File: src/rtl/ep_hs_pkg.sv
package ep_hs_pkg;
  localparam int STAT_W = 2;
  localparam int HS_W   = 2;

  typedef enum logic [STAT_W-1:0] {
    ST_DIS = 2'b00, ST_STALL = 2'b01, ST_NAK = 2'b10, ST_VALID = 2'b11
  } ep_stat_e;

  typedef enum logic [HS_W-1:0] {
    HS_NONE = 2'b00, HS_ACCEPT = 2'b01, HS_NAK = 2'b10, HS_STALL = 2'b11
  } hs_code_e;

  // top two PID bits; value 01 is a non-token kind
  typedef enum logic [1:0] {
    TK_OUT = 2'b00, TK_OTHER = 2'b01, TK_IN = 2'b10, TK_SETUP = 2'b11
  } tok_kind_e;

  typedef struct packed {
    ep_stat_e tx;
    ep_stat_e rx;
    logic     cep;
    logic     iso;
    logic     tog_tx;
    logic     tog_rx;
  } ep_cfg_t;
endpackage

File: src/rtl/ep_hs_decide.sv
module ep_hs_decide
  import ep_hs_pkg::*;
(
  input  ep_cfg_t   cfg,
  input  tok_kind_e kind,
  output hs_code_e  code
);
  ep_stat_e dir_stat;

  always_comb begin
    dir_stat = (kind == TK_IN) ? cfg.tx : cfg.rx;
    code     = HS_NONE;
    if (kind == TK_SETUP) begin
      if (cfg.cep && (cfg.rx == ST_VALID || cfg.rx == ST_STALL))
        code = HS_ACCEPT;
    end else if (cfg.iso) begin
      if (dir_stat == ST_VALID) code = HS_ACCEPT;
    end else begin
      case (dir_stat)
        ST_STALL: code = HS_STALL;
        ST_NAK:   code = HS_NAK;
        ST_VALID: code = HS_ACCEPT;
        default:  code = HS_NONE;
      endcase
    end
  end
endmodule

File: src/rtl/ep_hs_track.sv
module ep_hs_track
  import ep_hs_pkg::*;
(
  input  logic      clk,
  input  logic      rst_n,
  input  logic      tok_hit,
  input  tok_kind_e kind,
  input  hs_code_e  hs_now,
  input  logic      xfer_done,
  input  logic      xfer_ok,
  input  logic      ctr_q,
  output logic      hs_valid_q,
  output hs_code_e  hs_code_q,
  output tok_kind_e pid_q,
  output logic      pend_q,
  output tok_kind_e pkind_q,
  output logic      done_ok
);
  always_ff @(posedge clk) begin
    if (!rst_n) begin
      hs_valid_q <= 1'b0;
      hs_code_q  <= HS_NONE;
      pid_q      <= TK_OUT;
      pend_q     <= 1'b0;
      pkind_q    <= TK_OUT;
    end else begin
      hs_valid_q <= tok_hit;
      hs_code_q  <= tok_hit ? hs_now : HS_NONE;
      if (tok_hit && !ctr_q) pid_q <= kind;
      if (tok_hit) begin
        pend_q  <= (hs_now == HS_ACCEPT);
        pkind_q <= kind;
      end else if (xfer_done) begin
        pend_q <= 1'b0;
      end
    end
  end

  assign done_ok = xfer_done && xfer_ok && pend_q;
endmodule

File: src/rtl/ep_hs_regs.sv
module ep_hs_regs
  import ep_hs_pkg::*;
#(
  parameter bit ISO_ENABLE = 1'b1
) (
  input  logic      clk,
  input  logic      rst_n,
  input  logic      done_ok,
  input  tok_kind_e done_kind,
  input  logic      sw_wr,
  input  ep_cfg_t   sw_cfg,
  input  logic      sw_ctr,
  output ep_cfg_t   cfg_q,
  output logic      ctr_q
);
  ep_cfg_t cfg_n;
  logic    ctr_n;

  always_comb begin
    cfg_n = cfg_q;
    ctr_n = ctr_q;
    if (done_ok) begin
      ctr_n = 1'b1;
      if (cfg_q.iso) begin
        if (done_kind == TK_IN)  cfg_n.tog_tx = ~cfg_q.tog_tx;
        if (done_kind == TK_OUT) cfg_n.tog_rx = ~cfg_q.tog_rx;
      end else begin
        case (done_kind)
          TK_IN:    cfg_n.tx = ST_NAK;
          TK_OUT:   cfg_n.rx = ST_NAK;
          TK_SETUP: begin
            cfg_n.tx = ST_NAK;
            cfg_n.rx = ST_NAK;
          end
          default: ;
        endcase
      end
    end
    if (sw_wr) begin
      cfg_n = sw_cfg;
      if (!ISO_ENABLE) cfg_n.iso = 1'b0;
      if (cfg_n.iso && cfg_n.tx != ST_DIS) cfg_n.rx = ST_DIS;
      if (!sw_ctr && !done_ok) ctr_n = 1'b0;
    end
  end

  always_ff @(posedge clk) begin
    if (!rst_n) begin
      cfg_q <= '0;
      ctr_q <= 1'b0;
    end else begin
      cfg_q <= cfg_n;
      ctr_q <= ctr_n;
    end
  end
endmodule

File: src/rtl/ep_hs_bufsel.sv
module ep_hs_bufsel
  import ep_hs_pkg::*;
#(
  parameter bit ISO_ENABLE = 1'b1
) (
  input  ep_cfg_t cfg,
  output logic    sel
);
  generate
    if (ISO_ENABLE) begin : g_iso
      assign sel = cfg.iso && ((cfg.tx != ST_DIS) ? cfg.tog_tx : cfg.tog_rx);
    end else begin : g_plain
      assign sel = 1'b0;
    end
  endgenerate
endmodule

File: src/rtl/ep_hs_ctrl.sv
module ep_hs_ctrl
  import ep_hs_pkg::*;
#(
  parameter int PID_W      = 4,
  parameter bit ISO_ENABLE = 1'b1,
  parameter logic [PID_W-3:0] TOKEN_TAG = 'b01
) (
  input  logic             clk,
  input  logic             rst_n,
  input  logic             tok_valid,
  input  logic [PID_W-1:0] tok_pid,
  input  logic             xfer_done,
  input  logic             xfer_ok,
  input  logic             sw_wr,
  input  logic [1:0]       sw_stat_tx,
  input  logic [1:0]       sw_stat_rx,
  input  logic             sw_cep,
  input  logic             sw_iso,
  input  logic             sw_tog_tx,
  input  logic             sw_tog_rx,
  input  logic             sw_ctr,
  output logic             hs_valid,
  output logic [1:0]       hs_code,
  output logic             ctr_flag,
  output logic [1:0]       pid_rx,
  output logic [1:0]       stat_tx,
  output logic [1:0]       stat_rx,
  output logic             cep,
  output logic             iso,
  output logic             tog_tx,
  output logic             tog_rx,
  output logic             buf_sel
);
  localparam int KIND_W   = 2;
  localparam int KIND_LSB = PID_W - KIND_W;

  tok_kind_e kind;
  logic      tok_hit;
  hs_code_e  hs_now, hs_code_q;
  tok_kind_e pid_q, pkind_q;
  logic      pend_q, done_ok, ctr_q;
  ep_cfg_t   cfg_q, sw_cfg;

  assign kind    = tok_kind_e'(tok_pid[PID_W-1:KIND_LSB]);
  assign tok_hit = tok_valid && (tok_pid[KIND_LSB-1:0] == TOKEN_TAG) && (kind != TK_OTHER);

  assign sw_cfg = '{tx: ep_stat_e'(sw_stat_tx), rx: ep_stat_e'(sw_stat_rx), cep: sw_cep,
                    iso: sw_iso, tog_tx: sw_tog_tx, tog_rx: sw_tog_rx};

  ep_hs_decide u_decide (.cfg(cfg_q), .kind(kind), .code(hs_now));

  ep_hs_track u_track (
    .clk(clk), .rst_n(rst_n), .tok_hit(tok_hit), .kind(kind), .hs_now(hs_now),
    .xfer_done(xfer_done), .xfer_ok(xfer_ok), .ctr_q(ctr_q),
    .hs_valid_q(hs_valid), .hs_code_q(hs_code_q), .pid_q(pid_q),
    .pend_q(pend_q), .pkind_q(pkind_q), .done_ok(done_ok)
  );

  ep_hs_regs #(.ISO_ENABLE(ISO_ENABLE)) u_regs (
    .clk(clk), .rst_n(rst_n), .done_ok(done_ok), .done_kind(pkind_q),
    .sw_wr(sw_wr), .sw_cfg(sw_cfg), .sw_ctr(sw_ctr), .cfg_q(cfg_q), .ctr_q(ctr_q)
  );

  ep_hs_bufsel #(.ISO_ENABLE(ISO_ENABLE)) u_bufsel (.cfg(cfg_q), .sel(buf_sel));

  assign hs_code  = hs_code_q;
  assign ctr_flag = ctr_q;
  assign pid_rx   = pid_q;
  assign stat_tx  = cfg_q.tx;
  assign stat_rx  = cfg_q.rx;
  assign cep      = cfg_q.cep;
  assign iso      = cfg_q.iso;
  assign tog_tx   = cfg_q.tog_tx;
  assign tog_rx   = cfg_q.tog_rx;
endmodule

File: config.mk
export PLATFORM = sky130hd
export DESIGN_NAME = ep_hs_ctrl
export DESIGN_NICKNAME = d
export VERILOG_FILES = /design/src/rtl/ep_hs_pkg.sv /design/src/rtl/ep_hs_decide.sv /design/src/rtl/ep_hs_track.sv /design/src/rtl/ep_hs_regs.sv /design/src/rtl/ep_hs_bufsel.sv /design/src/rtl/ep_hs_ctrl.sv
export SDC_FILE = /design/constraint.sdc
export NUM_CORES = 1
export LEC_CHECK = 0
export BUFFER_PORTS_ARGS = -buffer_cell sky130_fd_sc_hd__buf_2
export CAP_MARGIN = 20
export CORE_UTILIZATION = 35
export DETAILED_ROUTE_END_ITERATION = 8
export HOLD_SLACK_MARGIN = 0.08
export MAX_ROUTING_LAYER = met4
export PLACE_DENSITY = 0.6
export SETUP_SLACK_MARGIN = 0.2
export SLEW_MARGIN = 15
export SYNTH_ARGS = -nofsm -noshare
export SYNTH_HDL_FRONTEND = slang
export SYNTH_SLANG_ARGS = --single-unit
File: constraint.sdc
create_clock -name clk -period 1.9 [get_ports clk]
set_input_delay 0.095 -clock clk [delete_from_list [all_inputs] [get_ports clk]]
set_output_delay 0.095 -clock clk [all_outputs]
set_load 0.01 [all_outputs]
==> results.py, run 1 <==
metrics = {
    "setup_path": {
        "critical_path_class": "reg -> reg",
        "cp_cell_sequence": "mux2_2, ha_1, a22oi_1, o21ai_1, a41oi_1, nor2b_1",
        "required_ns": 2.08,
        "slowest_delay_ns": 0.37,
        "crit_fanout": 6,
        "cp.arrival_ns": 1.67,
        "start_kind": "flip-flop",
        "ff2ff_setup_slack_ns": 0.42,
        "crit_path_start": "u_regs.cfg_q[6]$_SDFFE_PN0P_",
        "endpoint_kind": "flip-flop",
        "crit_path_end": "u_track.pend_q$_SDFFE_PN0P_",
        "slowest_stage": "dfxtp_1",
        "r2r-end": "u_track.pend_q$_SDFFE_PN0P_",
        "reg2reg_depth": 6,
        "rr_startpoint": "u_regs.cfg_q[6]$_SDFFE_PN0P_",
    },
    "timing": {
        "setup_viol": 0,
        "fin_skew_ns": 0.00536,
        "max_freq_mhz": 674,
        "finalCritPeriodShare_pct": 78.1,
        "min_period_ns": 1.48,
        "maxSlewHeadroom_pct": 80.5,
        "finalHoldViolations": 0,
        "grt_setup_unrepaired": "no",
        "tightest_slew_ns": 0.290,
        "slew_viol_final": 0,
        "setup_tns_ns": 0,
    },
    "synthesis": {
        "yosys.area_share.adder_pct": 6.01,
        "synth-simple-area-share_pct": 21.8,
        "yosys.area_share.xor_xnor_pct": 2.10,
        "synth_fp_nets": 117,
        "synth_top_family_by_area": "simple AND/OR/NAND/NOR gates",
        "seq_area_frac_synth_pct": 40.8,
        "yosys-top-cells-count": "dfxtp_1 (17), nand2_1 (10), o21ai_0 (9), nor2_1 (6), a21oi_1 (5)",
        "synth_most_common_cell": "dfxtp_1",
        "synth_edf_count": 0,
        "ys_types": 34,
        "synth_area_per_cell_um2": 8.86,
        "synth_compound_area_share_pct": 20.4,
        "yosys-mux-area-fraction_pct": 5.11,
        "yosys_warnings": 0,
        "synthTopCellsByArea": "dfxtp_1 (41%), ha_1 (6.0%), o21ai_0 (5.4%)",
        "ys_seq_elements": 17,
        "yosys.area.top_type_share_pct": 40.8,
        "synth_ff_type": "dfxtp_1",
        "async_flop_share_pct": 0,
        "postSynthCellCount": 94,
        "synth_top_area_cell": "dfxtp_1",
        "syn-cell-area_um2": 833,
    },
    "die": {
        "core_mm2": 0.00223,
        "dieHeight_um": 50.8,
        "initial_core_util_pct": 37.3,
        "io_pins": 34,
        "chipWidth_um": 50.8,
        "rows": 17,
        "die-area_mm2": 0.00258,
    },
    "global_route": {
        "grt_pass1_wl_mm": 3.05,
        "groute.usage.overall_pct": 17.2,
        "grt_max_degree": 17,
        "grt.overflow.total": 0,
        "grt_pass1_vias": 694,
        "grt_antenna_before_repair": 0,
    },
    "power_and_ir_drop": {
        "leakage_nw": 0.524,
        "p_per_area_mw_per_mm2": 624,
        "irDropWorstVdd_mv": 0.377,
    },
    "clock_network": {
        "htreeDepth": 1,
        "cts_sinks": 17,
        "clock_latency_ns": 0.29,
        "root_buffer": "clkbuf_4",
        "cts_buffer_depth": 2,
        "cts_resized": 0,
        "cts_tree": "yes",
        "clkTransAtPathRegs_ns": 0.09,
        "numCtsBuffers": 3,
    },
    "routing": {
        "drc": 0,
        "first_pass_iters": 3,
        "drt-initial-drc-count": 11,
        "final_antenna_net_count": 0,
        "via_count": 789,
        "post_drt_wl_per_cell_um": 11.7,
        "totalWireLength_mm": 1.89,
        "vias_per_cell": 4.87,
    },
    "job": {
        "drv_cap": 0,
    },
    "final_layout": {
        "final_area_mm2": 0.00110,
        "drive_above_1_share_pct": 32.8,
        "antenna_cells": 0,
        "fin_nets": 158,
        "area_delta_synth_final_pct": 32.1,
    },
    "place": {
        "dpl-instance-area_mm2": 0.00102,
        "io_buffers": 33,
        "place_congestion": 0.705,
        "dp_hpwl_mm": 1.47,
    },
    "worst_hold_path": {
        "worstHoldPathType": "in -> reg",
    },
    "status": {
        "status": "finished clean",
    },
}
-- worst min-delay path by stage --
stage	cells past startpoint	end	slack, ns	start
6_report	3	u_regs.cfg_q[2]$_SDFFE_PN0P_	0.11	sw_iso
3_5_place_dp	3	u_regs.cfg_q[4]$_SDFFE_PN0P_	0.35	sw_stat_rx[0]
4_1_cts	3	u_regs.cfg_q[2]$_SDFFE_PN0P_	0.11	sw_iso
2_1_floorplan	2	u_track.hs_valid_q$_SDFF_PN0_	0.21	rst_n
5_1_grt	3	u_regs.cfg_q[2]$_SDFFE_PN0P_	0.12	sw_iso
3_3_place_gp	3	u_regs.cfg_q[4]$_SDFFE_PN0P_	0.35	sw_stat_rx[0]
-- critical path, delay by kind of cell (launching register included) --
kind	cells	cell delay, ns
and+or+nand+nor	1	0.07
adders and majority gates	1	0.20
muxes	1	0.28
DFF	1	0.37
AOI/OAI and AO/OA	3	0.46
-- layer usage --
metal	track usage [%]	vias to the layer above	part of all wire, %
li1	-	407	-
met1	19.3	356	46
met2	27.3	22	46
met3	3.64	4	4.8
met4	11.1	0	2.5
met5	-	-	0
-- area by class of cell --
cell class	count	area, um^2
fillers	240	1130
multi-input cells	69	462
flip-flops and latches	17	340
repair buffers	38	215
well taps	28	35.0
clock buffers	4	26.3
inverters	6	22.5
-- through the flow --
stage / hold slack (ns) / total power, W / instances / util (%) / setup slack (ns)
after floorplan: 0.213 / 0.000449 / 94 / - / 0.482
after global placement: 0.352 / 0.000495 / 153 / 45.9 / 0.339
after detailed placement: 0.354 / 0.000498 / 153 / 45.9 / 0.291
after CTS: 0.110 / 0.000700 / 162 / 49.3 / 0.396
after global routing: 0.124 / 0.000729 / 162 / 49.3 / 0.294
final: 0.113 / 0.000687 / 162 / 49.3 / 0.416
-- what timing repair did --
action / in CTS / in global routing
endpoints found under the setup margin: 0 / 0
hold endpoints to repair: 5 / 0
hold buffers: 5 / 0
setup buffers: 0 / 0
-- kinds of logic after synthesis --
group	after synthesis
AO/OA/AOI/OAI	25
XOR/XNOR	2
adder cells (fa/ha/maj)	4
buffers and inverters	8
flip-flops	17
multiplexers	4
AND/OR/NAND/NOR	34
-- power breakdown --
| group | switching, W | internal [W] | leakage [nW] | total [W] |
|---|---|---|---|---|
| sequential | 0.0000141 | 0.000370 | 0.139 | 0.000385 |
| combinational | 0.0000561 | 0.0000563 | 0.370 | 0.000112 |
| clock | 0.000108 | 0.0000817 | 0.0150 | 0.000190 |
-- state kept, by name, summed over array words and instances, names as in the netlist --
register	count
u_regs.cfg_q	8
u_track.hs_valid_q	1
u_track.pid_q	2
u_track.pkind_q	2
u_track.pend_q	1
u_track.hs_code_q	2
u_regs.ctr_q	1
-- placed cells by master (no fill, tap or decap) --
cell type / count
a21boi_0: 1
nand4_1: 1
xor2_1: 2
nor3b_1: 1
a21oi_4: 1
nand3_1: 2
mux2i_1: 2
o31ai_1: 1
nand2_2: 1
nand3b_4: 1
inv_2: 2
a22oi_1: 1
ha_1: 4
o21ai_0: 9
nand2b_1: 2
dfxtp_1: 17
clkbuf_1: 1
and2_1: 3
nand2_1: 10
nor3_1: 3
nor2_1: 6
dlygate4sd3_1: 5
a41oi_1: 1
nor2b_1: 3
a21o_1: 1
a21oi_1: 5
o311a_1: 2
and3_1: 1
clkbuf_4: 3
o2bb2ai_1: 1
buf_2: 33
inv_1: 3
mux2_2: 2
o21bai_2: 1
clkinv_1: 1
o21ai_1: 1
Power figures use the tool's default switching activity.
==> inputs of run 2 (changes only) <==
--- a/config.mk
+++ b/config.mk
@@ -5,13 +5,14 @@
 export SDC_FILE = /design/constraint.sdc
 export NUM_CORES = 1
 export LEC_CHECK = 0
+export ABC_AREA = 1
 export BUFFER_PORTS_ARGS = -buffer_cell sky130_fd_sc_hd__buf_2
 export CAP_MARGIN = 20
 export CORE_UTILIZATION = 35
 export DETAILED_ROUTE_END_ITERATION = 8
 export HOLD_SLACK_MARGIN = 0.08
 export MAX_ROUTING_LAYER = met4
-export PLACE_DENSITY = 0.6
+export PLACE_DENSITY = 0.62
 export SETUP_SLACK_MARGIN = 0.2
 export SLEW_MARGIN = 15
 export SYNTH_ARGS = -nofsm -noshare
==> constraint.sdc (replaced) <==
create_clock -name clk -period 1.2 [get_ports clk]
set_input_delay 0.06 -clock clk [delete_from_list [all_inputs] [get_ports clk]]
set_output_delay 0.06 -clock clk [all_outputs]
set_load 0.01 [all_outputs]
==> run 2 against run 1 <==
  * The run now ends with setup timing left
  * Combinational power grew to 3.1 times the previous value
  * Cell area is 35% higher
  * Global-route usage up 3.2 points
  * Worst setup slack got worse by 0.48 ns
  * Die area stayed put
  * Core utilization increased by 17 points
  * Sequential power rose by 58%
  * Hold slack gained 0.0022 ns
  * Synthesized area did not move
  * Clock skew increased by 0.0035 ns
  * Power rose by 84%
==> results.py, run 2 <==
metrics = {
    "die": {
        "dieHeight_um": 50.8,
        "chipWidth_um": 50.8,
        "die-area_mm2": 0.00258,
        "rows": 17,
        "io_pins": 34,
        "core_mm2": 0.00223,
        "initial_core_util_pct": 37.3,
    },
    "routing": {
        "drt-initial-drc-count": 8,
        "totalWireLength_mm": 2.43,
        "final_antenna_net_count": 0,
        "post_drt_wl_per_cell_um": 12.0,
        "via_count": 983,
        "drc": 0,
        "vias_per_cell": 4.84,
        "first_pass_iters": 4,
    },
    "synthesis": {
        "synth_most_common_cell": "nand2_1",
        "syn-cell-area_um2": 833,
        "synth_edf_count": 0,
        "yosys.area.top_type_share_pct": 40.8,
        "async_flop_share_pct": 0,
        "seq_area_frac_synth_pct": 40.8,
        "postSynthCellCount": 113,
        "yosys_warnings": 0,
        "synth_fp_nets": 136,
        "synthTopCellsByArea": "dfxtp_1 (41%), nand2_1 (9.9%), a21oi_1 (8.4%)",
        "synth_area_per_cell_um2": 7.37,
        "synth_top_area_cell": "dfxtp_1",
        "yosys-top-cells-count": "nand2_1 (22), dfxtp_1 (17), inv_1 (17), a21oi_1 (14), o21ai_0 (11)",
        "synth_ff_type": "dfxtp_1",
        "ys_seq_elements": 17,
        "ys_types": 21,
    },
    "final_layout": {
        "fin_nets": 199,
        "area_delta_synth_final_pct": 78.4,
        "drive_above_1_share_pct": 53.1,
        "n_fill_cell": 205,
        "antenna_cells": 0,
        "mostFrequentLayoutCells": "buf_2 (32), nand2_1 (20), dlygate4sd3_1 (12)",
        "seqCellArea_um2": 350,
        "stdcell_count": 203,
        "largest_reg_flops": 8,
        "multi_input_area_um2": 591,
        "top_register": "u_regs.cfg_q",
        "layout_commonest_cell": "buf_2",
    },
    "place": {
        "dp_hpwl_mm": 1.64,
        "io_buffers": 33,
        "pre_cts_ws_ns": -0.0415,
        "place_congestion": 0.806,
        "dp.cells": 180,
    },
    "timing": {
        "finalHoldViolations": 0,
        "finalCritPeriodShare_pct": 106,
        "maxSlewHeadroom_pct": 71.7,
        "min_period_ns": 1.27,
        "tightest_slew_ns": 0.424,
        "setup_viol": 3,
        "grt_setup_unrepaired": "yes",
        "fin_skew_ns": 0.00888,
        "max_freq_mhz": 789,
        "hold-worst-slack_ns": 0.115,
        "slew_viol_final": 0,
        "fin_ws_ns": -0.0679,
    },
    "global_route": {
        "grtUsageMet2_pct": 36.0,
        "grt.overflow.total": 0,
        "grt_pass1_vias": 946,
        "grt_antenna_before_repair": 0,
        "use_met3_pct": 3.94,
        "grt_max_degree": 14,
        "grt_use_met1_pct": 22.8,
        "groute.usage.overall_pct": 20.3,
        "grt_pass1_wl_mm": 3.84,
        "grt-busiest-layer": "met2",
    },
    "power_and_ir_drop": {
        "p_int_w": 0.000886,
        "p_seq_share_pct": 48.3,
        "leakage_nw": 0.661,
        "clock_power_share_pct": 24.3,
        "irDropWorstVdd_mv": 0.701,
        "finalPower_w": 0.00126,
        "p_comb_share_pct": 27.3,
        "p_sw_w": 0.000374,
        "p_per_area_mw_per_mm2": 848,
        "power_switching_share_pct": 29.7,
    },
    "clock_network": {
        "root_buffer": "clkbuf_4",
        "cts_tree": "yes",
        "cts_sinks": 17,
        "numCtsBuffers": 3,
        "cts_buffer_depth": 2,
        "clock_latency_ns": 0.29,
        "htreeDepth": 1,
        "clkTransAtPathRegs_ns": 0.11,
    },
    "setup_path": {
        "crit_family": "flip-flops",
        "endpoint_kind": "primary output",
        "path_buf_inv": 3,
        "cp_cell_sequence": "inv_2, buf_6, a311oi_1, buf_2",
        "slowest_stage": "dfxtp_2",
        "start_kind": "flip-flop",
        "cp.arrival_ns": 1.21,
        "slowest_delay_ns": 0.35,
        "critical_path_class": "reg -> out",
        "crit_fanout": 3,
        "required_ns": 1.14,
    },
    "worst_hold_path": {
        "worstHoldPathType": "in -> reg",
    },
    "job": {
        "drv_cap": 0,
    },
    "status": {
        "violations": "setup timing",
        "status": "finished, violations left",
    },
}
==> run 2: what timing repair did <==
| action | CTS | global route |
|---|---|---|
| endpoints found under the setup margin | 11 | 11 |
| pin swaps | 14 | 10 |
| endpoints found under the hold margin | 11 | 0 |
| hold buffers | 12 | 0 |
| gates resized for setup | 23 | 19 |
| setup buffers | 2 | 5 |
==> run 2: path summary, 6_finish.rpt <==
kind                                               startpoint                              end  slack (ns)  depth (start not counted)
worst min register to register  u_track.pid_q[0]$_SDFFE_PN0P_    u_track.pid_q[0]$_SDFFE_PN0P_        0.47                          2
worst min-delay path                                sw_tog_tx     u_regs.cfg_q[1]$_SDFFE_PN0P_        0.12                          3
worst max-delay path             u_regs.cfg_q[7]$_SDFFE_PN0P_                          buf_sel       -0.07                          4
worst max register to register   u_regs.cfg_q[6]$_SDFFE_PN0P_  u_track.hs_code_q[0]$_SDFF_PN0_       -0.05                          9
==> run 2: layout make-up <==
cell class                      count  area share [%]
Clock buffer                        3            1.52
Clock inverter                      1           0.337
Inverter                           18            4.55
Multi-Input combinational cell     77            39.7
Sequential cell                    17            23.6
Tap cell                           28            2.36
Timing Repair Buffer               59            27.9
==> run 2: cell families after synthesis <==
kind of cell	after synthesis	share of synthesized area (%)
AO/OA/AOI/OAI	29	18.8
adder cells (fa/ha/maj)	4	6.01
AND/OR/NAND/NOR	44	25.7
flip-flops	17	40.8
buffers and inverters	19	8.71
==> run 2: power by group through the flow <==
stage	Clock (W)	Combinational (W)	Sequential, W
after floorplan	0	0.000117	0.000631
after global placement	0	0.000227	0.000622
after detailed placement	0	0.000232	0.000623
after CTS	0.000316	0.000301	0.000613
after global routing	0.000342	0.000377	0.000612
final	0.000307	0.000345	0.000609
==> run 2: through the flow <==
stage	utilization [%]	setup TNS (ns)	instance area [um^2]
floorplan	-	0	871
global placement	50.1	-0.0227	1120
detailed placement	50.1	-0.0632	1120
CTS	61.3	-0.201	1370
global route	66.6	-0.442	1490
finish	66.6	-0.158	1490
==> run 2: metal layers <==
| metal | wire (um) | vias to the layer above | part of all wire (%) |
|---|---|---|---|
| met5 | 0 | - | 0 |
| met4 | 14 | 0 | 0.58 |
| met3 | 60 | 2 | 2.5 |
| met2 | 1330 | 15 | 55 |
| met1 | 1030 | 470 | 42 |
| li1 | - | 496 | - |
==> run 2: tightest hold or removal path, cell delays in order <==
cell	delay, ns
buf_2	0.07
o21ai_0	0.10
a211oi_2	0.14
==> inputs of run 3 (changes only) <==
--- a/config.mk
+++ b/config.mk
@@ -8,6 +8,7 @@
 export ABC_AREA = 1
 export BUFFER_PORTS_ARGS = -buffer_cell sky130_fd_sc_hd__buf_2
 export CAP_MARGIN = 20
+export CORE_ASPECT_RATIO = 1.4
 export CORE_UTILIZATION = 35
 export DETAILED_ROUTE_END_ITERATION = 8
 export HOLD_SLACK_MARGIN = 0.08
==> run 3 against run 2 <==
  * The flow still finishes with violations (setup timing)
  * Power fell by 0.45%
  * Clock power rose by 4%
  * Sequential share of layout area rose by 1.6 points
  * Sequential cell count did not move
  * Die area rose by 0.11%
  * Worst setup slack got worse by 0.0040 ns
  * Count of clock-buffer cells in the layout rose by 1
  * Routed wire length rose by 3.7%
  * Critical path depth rose by 1
  * Sequential power barely moved
  * Critical path type unchanged
  * Largest power group unchanged
==> results.py, run 3 (synthesized netlist as in run 2, its figures left out) <==
metrics = {
    "power_and_ir_drop": {
        "finalPower_w": 0.00125,
        "p_per_area_mw_per_mm2": 895,
        "power_switching_share_pct": 30.3,
        "p_sw_w": 0.000380,
        "p_comb_share_pct": 26.0,
        "clock_power_share_pct": 25.4,
        "p_int_w": 0.000875,
        "p_seq_share_pct": 48.6,
        "irDropWorstVdd_mv": 0.691,
        "leakage_nw": 0.626,
    },
    "routing": {
        "vias_per_cell": 5.12,
        "totalWireLength_mm": 2.52,
        "drc": 0,
        "post_drt_wl_per_cell_um": 13.3,
        "final_antenna_net_count": 0,
        "first_pass_iters": 4,
        "drt-initial-drc-count": 19,
        "via_count": 973,
    },
    "final_layout": {
        "n_fill_cell": 200,
        "top_register": "u_regs.cfg_q",
        "area_delta_synth_final_pct": 68.3,
        "layout_commonest_cell": "buf_2",
        "fin_util_pct": 63.7,
        "antenna_cells": 0,
        "drive_above_1_share_pct": 52.4,
        "mostFrequentLayoutCells": "buf_2 (32), nand2_1 (18), inv_1 (12), a21oi_1 (12), dfxtp_1 (11)",
        "fin_nets": 192,
        "largest_reg_flops": 8,
    },
    "timing": {
        "fin_skew_ns": 0.00546,
        "max_freq_mhz": 786,
        "finalCritPeriodShare_pct": 106,
        "maxSlewHeadroom_pct": 79.2,
        "finalHoldViolations": 0,
        "setup_viol": 3,
        "fin_ws_ns": -0.0719,
        "tightest_slew_ns": 0.312,
        "min_period_ns": 1.27,
        "slew_viol_final": 0,
        "grt_setup_unrepaired": "yes",
    },
    "clock_network": {
        "htreeDepth": 1,
        "root_buffer": "clkbuf_4",
        "clkTransAtPathRegs_ns": 0.10,
        "cts_tree": "yes",
        "numCtsBuffers": 3,
        "cts_buffer_depth": 2,
        "clock_latency_ns": 0.30,
        "cts_sinks": 17,
    },
    "global_route": {
        "grt_pass1_vias": 923,
        "groute.usage.overall_pct": 21.0,
        "grt.overflow.total": 0,
        "grt_pass1_wl_mm": 3.88,
        "grt_antenna_before_repair": 0,
        "grt_max_degree": 10,
    },
    "setup_path": {
        "cp.arrival_ns": 1.21,
        "critical_path_class": "reg -> out",
        "slowest_stage": "dfxtp_2",
        "crit_fanout": 3,
        "path_buf_inv": 3,
        "endpoint_kind": "primary output",
        "slowest_delay_ns": 0.34,
        "start_kind": "flip-flop",
        "cp_cell_sequence": "inv_2, buf_6, a21oi_2, a311oi_2, buf_2",
        "required_ns": 1.14,
        "crit_family": "buffers and inverters",
        "ff2ff_setup_slack_ns": -0.07,
    },
    "place": {
        "dp_hpwl_mm": 1.77,
        "io_buffers": 33,
        "place_congestion": 0.760,
        "pre_cts_ws_ns": -0.0657,
    },
    "status": {
        "status": "finished, violations left",
        "violations": "setup timing",
    },
    "die": {
        "core_mm2": 0.00220,
        "io_pins": 34,
        "dieHeight_um": 59.7,
        "rows": 20,
        "chipWidth_um": 43.2,
        "initial_core_util_pct": 37.8,
        "die-area_mm2": 0.00258,
    },
    "job": {
        "drv_cap": 0,
    },
    "worst_hold_path": {
        "worstHoldPathType": "in -> reg",
    },
}
-- run 3: path summary, 6_finish.rpt --
| path | from | to | cells after the start |
|---|---|---|---|
| max | u_regs.cfg_q[7]$_SDFFE_PN0P_ | buf_sel | 5 |
| max reg2reg | u_regs.cfg_q[6]$_SDFFE_PN0P_ | u_track.pend_q$_SDFFE_PN0P_ | 7 |
| min | sw_wr | u_regs.cfg_q[2]$_SDFFE_PN0P_ | 3 |
| min reg2reg | u_track.pid_q[1]$_SDFFE_PN0P_ | u_track.pid_q[1]$_SDFFE_PN0P_ | 2 |
-- run 3: repair_timing --
item / in CTS / in global routing
setup buffers: 1 / 3
gates cloned: 0 / 0
pin swaps: 13 / 10
gates resized for setup: 21 / 19
hold endpoints to repair: 7 / 0
setup endpoints to repair: 10 / 10
hold buffers: 8 / 0
-- run 3: worst min-delay path, stage by stage --
cell and delay (ns):
buf_2 0.14, nand2_1 0.07, a21oi_1 0.05
-- run 3: cell type report --
type / count / area (um^2) / share of cell area, %
Clock buffer: 4 / 26.3 / 1.87
Sequential cell: 17 / 353 / 25.2
Inverter: 18 / 70.1 / 5.00
Timing Repair Buffer: 52 / 345 / 24.6
Multi-Input combinational cell: 77 / 581 / 41.4
Tap cell: 22 / 27.5 / 1.96
-- run 3: metrics by stage --
step | std cells | TNS (ns) | hold WS [ns] | instance area [um^2]
global route | 190 | -0.361 | 0.0931 | 1400
detailed placement | 174 | -0.0684 | 0.324 | 1110
global placement | 174 | -0.0316 | 0.316 | 1110
finish | 190 | -0.195 | 0.0616 | 1400
floorplan | 113 | 0 | 0.183 | 871
CTS | 187 | -0.152 | 0.0806 | 1310
-- run 3: per-layer routing --
layer	GRT usage, %	routed length (um)
met2	39.7	1420
met4	9.09	58
met5	-	0
met1	21.1	912
met3	2.72	134
-- run 3: power by group through the flow --
stage | Combinational, W | Sequential [W] | Clock, W
6_report | 0.000326 | 0.000610 | 0.000318
3_5_place_dp | 0.000237 | 0.000623 | 0
4_1_cts | 0.000289 | 0.000613 | 0.000315
2_1_floorplan | 0.000117 | 0.000631 | 0
5_1_grt | 0.000355 | 0.000613 | 0.000338
3_3_place_gp | 0.000229 | 0.000622 | 0
